**src/rtl/simd_stall_pkg.sv**
```systemverilog
package simd_stall_pkg;
  typedef struct packed {
    logic stall;
    logic issue;
  } ctlStrobes_t;
endpackage

```
**src/rtl/simd_stall_ctl.sv**
```systemverilog
module simd_stall_ctl
  import simd_stall_pkg::*;
#(
  parameter int EX_CYCLES = 3,
  parameter int CNT_W     = $clog2(EX_CYCLES + 1)
) (
  input  logic             isSimd,
  input  logic [CNT_W-1:0] simdCount,
  output ctlStrobes_t      strobes
);
  localparam logic [CNT_W-1:0] LAST_BUSY = CNT_W'(EX_CYCLES - 1);

  logic unitBusyNext;

  // unit still occupied next cycle: counter within 1..EX_CYCLES-1 (unsigned)
  always_comb begin
    unitBusyNext  = (simdCount >= CNT_W'(1)) && (simdCount <= LAST_BUSY);
    strobes.stall = isSimd && unitBusyNext;
    strobes.issue = isSimd && !strobes.stall;
  end
endmodule

```
**src/rtl/simd_stall_dp.sv**
```systemverilog
module simd_stall_dp
  import simd_stall_pkg::*;
#(
  parameter int EX_CYCLES = 3,
  parameter int CNT_W     = $clog2(EX_CYCLES + 1),
  parameter int NSEL_W    = 1,
  parameter int PSEL_W    = NSEL_W + 1,
  parameter int INSTR_W   = 32
) (
  input  logic               clk,
  input  logic               rstN,
  input  ctlStrobes_t        strobes,
  input  logic [NSEL_W-1:0]  normPcSel,
  input  logic [INSTR_W-1:0] instrIn,
  output logic [CNT_W-1:0]   simdCount,
  output logic [PSEL_W-1:0]  pcSel,
  output logic [INSTR_W-1:0] frontInstr
);
  localparam logic [CNT_W-1:0]  LAST_POS  = CNT_W'(EX_CYCLES);
  localparam logic [PSEL_W-1:0] HOLD_CODE = PSEL_W'(2 ** NSEL_W);

  logic [CNT_W-1:0] countNext;

  always_comb begin
    if (strobes.issue)
      countNext = CNT_W'(1);
    else if (simdCount == '0 || simdCount == LAST_POS)
      countNext = '0;
    else
      countNext = simdCount + CNT_W'(1);
  end

  always_ff @(posedge clk) begin
    if (!rstN) simdCount <= '0;
    else       simdCount <= countNext;
  end

  always_ff @(posedge clk) begin
    if (!rstN)              frontInstr <= '0;
    else if (!strobes.stall) frontInstr <= instrIn;
  end

  // zero-extend the scalar select so it never reaches an unused input
  always_comb begin
    if (strobes.stall) pcSel = HOLD_CODE;
    else               pcSel = {{(PSEL_W - NSEL_W){1'b0}}, normPcSel};
  end
endmodule

```
**src/rtl/simd_stall_top.sv**
```systemverilog
module simd_stall_top
  import simd_stall_pkg::*;
#(
  parameter int EX_CYCLES = 3,
  parameter int CNT_W     = $clog2(EX_CYCLES + 1),
  parameter int NSEL_W    = 1,
  parameter int PSEL_W    = NSEL_W + 1,
  parameter int INSTR_W   = 32
) (
  input  logic               clk,
  input  logic               rstN,
  input  logic               isSimd,
  input  logic [NSEL_W-1:0]  normPcSel,
  input  logic [INSTR_W-1:0] instrIn,
  output logic               stall,
  output logic [PSEL_W-1:0]  pcSel,
  output logic [CNT_W-1:0]   simdCount,
  output logic               simdIssue,
  output logic [INSTR_W-1:0] frontInstr
);
  ctlStrobes_t strobes;

  simd_stall_ctl #(.EX_CYCLES(EX_CYCLES), .CNT_W(CNT_W)) i_ctl (
    .isSimd    (isSimd),
    .simdCount (simdCount),
    .strobes   (strobes)
  );

  simd_stall_dp #(
    .EX_CYCLES(EX_CYCLES), .CNT_W(CNT_W), .NSEL_W(NSEL_W),
    .PSEL_W(PSEL_W), .INSTR_W(INSTR_W)
  ) i_dp (
    .clk        (clk),
    .rstN       (rstN),
    .strobes    (strobes),
    .normPcSel  (normPcSel),
    .instrIn    (instrIn),
    .simdCount  (simdCount),
    .pcSel      (pcSel),
    .frontInstr (frontInstr)
  );

  assign stall     = strobes.stall;
  assign simdIssue = strobes.issue;
endmodule

```
**config.mk**
```make
export PLATFORM = sky130hd
export DESIGN_NAME = simd_stall_top
export DESIGN_NICKNAME = d
export VERILOG_FILES = /design/src/rtl/simd_stall_pkg.sv /design/src/rtl/simd_stall_ctl.sv /design/src/rtl/simd_stall_dp.sv /design/src/rtl/simd_stall_top.sv
export SDC_FILE = /design/constraint.sdc
export NUM_CORES = 1
export LEC_CHECK = 0
export BUFFER_PORTS_ARGS = -buffer_cell sky130_fd_sc_hd__buf_4
export CAP_MARGIN = 20
export CORE_MARGIN = 2
export CORE_UTILIZATION = 44
export DETAILED_ROUTE_END_ITERATION = 8
export PLACE_DENSITY = 0.78
export SETUP_SLACK_MARGIN = 0.3
export SLEW_MARGIN = 15
export SYNTH_ARGS = -nofsm -noshare
export SYNTH_HDL_FRONTEND = slang
export SYNTH_SLANG_ARGS = --single-unit
export TNS_END_PERCENT = 100
```
**constraint.sdc**
```tcl
create_clock -name clk -period 1.72 [get_ports clk]
set_input_delay 0 -clock clk [delete_from_list [all_inputs] [get_ports clk]]
set_output_delay 0 -clock clk [all_outputs]
set_load 0.01 [all_outputs]
```
==> results.txt, run 1 <==
Status: finished, final reports clean
Per-cell routed wire length: 13.4 um
I/O pin count: 74
Critical path class: reg -> out
Maximum capacitance violations: 0
Root buf cell: sky130_fd_sc_hd__clkbuf_4
Count of distinct cell types in the synthesized netlist: 14
TritonCTS clock tree: built
HPWL reported at the end of detailed placement: 2480 um
Share of cells above drive strength 1: 37.7%
Net count of the mapped netlist: 186
Worst-skew pair later-pin latency: 0.33 ns
Most common cell after layout, fill and taps aside: sky130_fd_sc_hd__buf_4
Count of warnings emitted by yosys: 0
Total of buffers placed on input and output ports: 73
DP Cell Count: 259
Final hold vios: 0
Total via count after detailed routing: 1351
Max-slew violation count: 0
Aggregate routed wire length: 4030 um
Number of antenna violations at the first check in global routing: 0
Worst hold start: isSimd
Least-Margin Pin Slew: 0.593 ns
PnR Total Power: 2290 uW
Place WS: 0.230 ns
Pin count of the biggest net entering global routing: 67
Global-route wire length before repair: 6330 um
Core Rows: 20
Flop and latch count out of synthesis: 34
Clock network fraction of design power: 24.9%
Post-layout utilization of the core: 78.4%
TritonCTS Buffers: 5
Sw frac: 28.3%
RSZ-0062 raised after global routing: true
Maximum ir drop on the vdd rail: 0.000606 V
Setup violations, final: 0
Kind of end point of the critical path: primary output
Pre-antenna DRT Iters: 4
Data arrival time at the worst-slack endpoint: 1.47 ns
Clock-pin slew of the registers on the worst-case setup and hold paths: 0.10 ns
Max Root-Sink Buffers: 2
Congestion Overflow GR: 0
Average footprint of a synthesized cell: 9.53 sq um
Class of the tightest hold or removal check: in -> reg
Largest fanout of any net on the critical path: 5
Core area: 3050 sq um
Filler cell count in the final layout: 206
Remaining number of nets flagged by the antenna check after routing: 0
Violation count after the first detailed-routing iteration: 55
Final std cells w/o fill: 301
Worst path setup slack after routing: 0.247 ns
Internal portion of total power: 1640 uW
Most frequent cells in the layout: sky130_fd_sc_hd__buf_4 (78), sky130_fd_sc_hd__nand2_1 (64), sky130_fd_sc_hd__dlygate4sd3_1 (32), sky130_fd_sc_hd__dfxtp_1 (32), sky130_fd_sc_hd__mux2i_1 (31)
Ratio of total power to cell area: 956 nW/um^2
Synthesized instance count: 149
Post-synthesis sequential area ratio: 47.9%
All-layer global routing usage: 23.6%
Overall die width: 60.8 um
Final RePlAce weighted congestion: 0.737
Max H-tree Level: 2
WP data required: 1.72 ns
Type of element launching the critical path: register
Via count of the first global-routing pass: 1439
Netlist Area Pre-Place: 1420 sq um
P_sw: 646 uW
Overall die height: 60.8 um
Period Utilization, post-route: 85.6%
Total number of clock tree sinks: 34
Number of remaining DRC errors: 0
Via-to-Cell Ratio: 4.49
Die ar.: 3700 sq um
Leakage component of the power: 0.00111 uW
Area Overhead vs Synth: 68.5%
Relative slew margins: 60.4%
Post-Route Setup TNS: 0 ns
Reg power frac: 41.6%
Antenna diodes: 0
Post-layout min period: 1.47 ns
Final #Nets: 293
Fraction of power consumed by combinational cells: 33.5%
FMAX: 679 MHz
CP startpoint: i_dp.simdCount[0]
FF-to-FF Start: i_dp.simdCount[0]
Worst clock skew: 0.0108 ns
Initial Util: 46.5%
==> metrics by stage <==
| stage | cell area (sq um) | hold WS [ns] |
|---|---|---|
| floorplan | 1420 | 0.139 |
| global placement | 1960 | 0.251 |
| detailed placement | 1960 | 0.264 |
| CTS | 2390 | 0.0121 |
| global route | 2390 | 0.0253 |
| finish | 2390 | 0.0308 |
==> cells by family after synthesis <==
family | share of synthesized area, %
AOI/OAI and AO/OA | 0.529
and+or+nand+nor | 19.6
adders and majority gates | 0.881
muxes | 22.6
buffers and inverters | 8.46
DFF | 47.9
==> power groups by stage <==
stage	sequential (uW)	clock [uW]	combinational [uW]
2_1_floorplan	1000	0	365
3_5_place_dp	963	0	664
3_3_place_gp	958	0	645
6_report	952	568	766
4_1_cts	952	582	761
5_1_grt	965	606	825
==> worst max-delay path, stage by stage (launching register included) <==
cell and delay (ns):
sky130_fd_sc_hd__dfxtp_2 0.34, sky130_fd_sc_hd__inv_2 0.04, sky130_fd_sc_hd__ha_4 0.21, sky130_fd_sc_hd__nor2b_4 0.19, sky130_fd_sc_hd__and2b_2 0.25, sky130_fd_sc_hd__buf_6 0.11
==> worst paths after layout <==
path	to	slack, ns	cells past startpoint
max reg2reg	i_dp.frontInstr[10]	0.29	6
min reg2reg	i_dp.frontInstr[5]	0.47	2
min	i_dp.simdCount[0]	0.03	3
max	pcSel[0]	0.25	5
==> flip-flops by register name, summed over array words and instances (netlist names) <==
register,count
i_dp.frontInstr,32
i_dp.simdCount,2
==> layout make-up <==
cell class / count / area (sq um) / share of cell area [%]
tap: 44 / 55.1 / 2.30
multi-input combinational: 102 / 636 / 26.6
inverter: 1 / 3.75 / 0.157
sequential: 34 / 683 / 28.6
clock inverter: 3 / 40.0 / 1.67
timing repair buffer: 112 / 937 / 39.2
clock buffer: 5 / 37.5 / 1.57
==> repair_timing <==
action                     CTS  global route
setup endpoints to repair   33            30
gates resized for setup      5             1
hold endpoints to repair    32             0
buffers inserted             2             0
hold buffers                32             0
pin swaps                    1             0
==> metal layers <==
layer / global-route usage (%) / share of wire, % / wire length (um) / up-vias
met3: 4.05 / 4.0 / 163 / 7
met1: 25.4 / 39 / 1580 / 618
met4: 9.32 / 1.7 / 70 / 0
met5: 0 / 0 / 0 / -
met2: 45.3 / 55 / 2220 / 41
li1: - / - / - / 685
==> cell usage after synthesis, drive strengths merged <==
master  instances  area share (%)
mux2i          32              23
ha              1            0.88
dfxtp          34              48
nor2b           1            0.97
clkbuf          2            0.53
buf            10             7.7
and2b           2             1.2
and2            1            0.53
o21a            1            0.53
inv             1            0.26
nand2          64              17
Note: power is estimated with default switching activity, not from simulation.
==> inputs of run 2 (changes only) <==
--- a/config.mk
+++ b/config.mk
@@ -5,7 +5,7 @@
 export SDC_FILE = /design/constraint.sdc
 export NUM_CORES = 1
 export LEC_CHECK = 0
-export BUFFER_PORTS_ARGS = -buffer_cell sky130_fd_sc_hd__buf_4
+export BUFFER_PORTS_ARGS = -buffer_cell sky130_fd_sc_hd__buf_2
 export CAP_MARGIN = 20
 export CORE_MARGIN = 2
 export CORE_UTILIZATION = 44
==> results.txt, run 2 (synthesis results as in run 1) <==
Status: finished, final reports clean
Share of cells above drive strength 1: 37.6%
Post-Route Hold Slack: 0.0632 ns
Leading registers by flop count: i_dp.frontInstr x32, i_dp.simdCount x2
PnR Total Power: 2180 uW
Slowest cell on the critical path: sky130_fd_sc_hd__dfxtp_2
Core area: 3050 sq um
FF-to-FF Start: i_dp.simdCount[0]
Leakage component of the power: 0.00107 uW
Maximum ir drop on the vdd rail: 0.000693 V
Per-cell routed wire length: 11.9 um
Total of buffers placed on input and output ports: 73
Pin count of the biggest net entering global routing: 67
I/O pin count: 74
Max Root-Sink Buffers: 2
Worst path setup slack after routing: 0.226 ns
Via count of the first global-routing pass: 1372
FMAX: 669 MHz
Area Overhead vs Synth: 58.0%
Max-slew violation count: 0
Least-Margin Pin Slew: 0.584 ns
Setup slack on the worst flop-to-flop path: 0.41 ns
Initial Util: 46.5%
Worst-case reg-to-reg path depth: 6
Root buf cell: sky130_fd_sc_hd__clkbuf_4
Final hold vios: 0
Max H-tree Level: 2
Post-Route Setup TNS: 0 ns
Die ar.: 3700 sq um
Max FFs per register: 32
Total number of clock tree sinks: 34
Via-to-Cell Ratio: 4.45
Kind of end point of the critical path: primary output
Number of antenna violations at the first check in global routing: 0
Stage delay of the slowest cell on the critical path: 0.34 ns
Number of remaining DRC errors: 0
Most common cell after layout, fill and taps aside: sky130_fd_sc_hd__buf_2
Pre-antenna DRT Iters: 4
Overall die height: 60.8 um
Largest reg by FF count: i_dp.frontInstr
TritonCTS Buffers: 5
Setup violations, final: 0
Remaining number of nets flagged by the antenna check after routing: 0
Final RePlAce weighted congestion: 0.661
Overall die width: 60.8 um
All-layer global routing usage: 21.2%
Largest fanout of any net on the critical path: 4
HPWL reported at the end of detailed placement: 1920 um
Post-route cell area: 2240 sq um
Global-route wire length before repair: 5730 um
Data arrival time at the worst-slack endpoint: 1.49 ns
Post-layout min period: 1.49 ns
Class of the tightest hold or removal check: in -> reg
Final #Nets: 294
Ratio of total power to cell area: 973 nW/um^2
Antenna diodes: 0
Cells traversed along the worst timing path: inv_2 -> ha_4 -> nor2b_4 -> buf_12 -> and2b_2 -> buf_6
Maximum capacitance violations: 0
WP data required: 1.72 ns
Aggregate routed wire length: 3590 um
Critical path class: reg -> out
Clock-pin slew of the registers on the worst-case setup and hold paths: 0.09 ns
Total via count after detailed routing: 1343
Worst clock skew: 0.00730 ns
Period Utilization, post-route: 86.9%
Worst-skew pair later-pin latency: 0.33 ns
Worst hold start: isSimd
Violation count after the first detailed-routing iteration: 43
Most frequent cells in the layout: sky130_fd_sc_hd__buf_2 (71), sky130_fd_sc_hd__nand2_1 (64), sky130_fd_sc_hd__mux2i_1 (32), sky130_fd_sc_hd__dlygate4sd3_1 (32), sky130_fd_sc_hd__dfxtp_1 (32)
Type of element launching the critical path: register
Placed instance area: 1750 sq um
TritonCTS clock tree: built
Worst hold stages: 3
Congestion Overflow GR: 0
Core Rows: 20
CP startpoint: i_dp.simdCount[0]
RSZ-0062 raised after global routing: true
Place WS: 0.253 ns
Relative slew margins: 61.1%
==> run 2: worst paths after layout <==
| kind | end |
|---|---|
| max | pcSel[0] |
| min | i_dp.simdCount[0] |
| max reg2reg | i_dp.frontInstr[30] |
| min reg2reg | i_dp.frontInstr[20] |
==> run 2: power breakdown <==
part / switching (uW) / internal (uW) / total, uW
clock: 253 / 279 / 532
combinational: 316 / 391 / 708
sequential: 51.8 / 892 / 944
==> run 2: cell type report <==
type                            count  area [sq um]
Tap cell                           44          55.1
Fill cell                         256           810
Timing Repair Buffer              113           791
Sequential cell                    34           683
Clock buffer                        8          78.8
Multi-Input combinational cell    102           632
Inverter                            1          3.75
==> run 2: routing by layer <==
| metal | routed length (um) | share of wire (%) | global-route usage (%) |
|---|---|---|---|
| met5 | 0 | 0 | 0 |
| met4 | 68 | 1.9 | 8.39 |
| met3 | 179 | 5.0 | 6.61 |
| met2 | 1920 | 53 | 38.2 |
| met1 | 1430 | 40 | 23.0 |
==> run 2: timing repair <==
item,in CTS,in global routing
pin swaps,1,0
gates cloned,1,0
setup buffers,5,0
hold endpoints to repair,32,0
resized for setup,5,2
hold buffers,32,0
setup endpoints to repair,3,21
==> run 2: per-stage QoR <==
step,std cells,util (%)
global route,302,73.5
floorplan,149,-
global placement,256,57.4
CTS,302,73.4
detailed placement,256,57.4
finish,302,73.5
==> run 2: critical path: cells and delay by family (launching register included) <==
kind	cells	cell delay, ns
simple gates	2	0.34
fa+ha+maj	1	0.22
flops	1	0.34
buf+inv	3	0.26
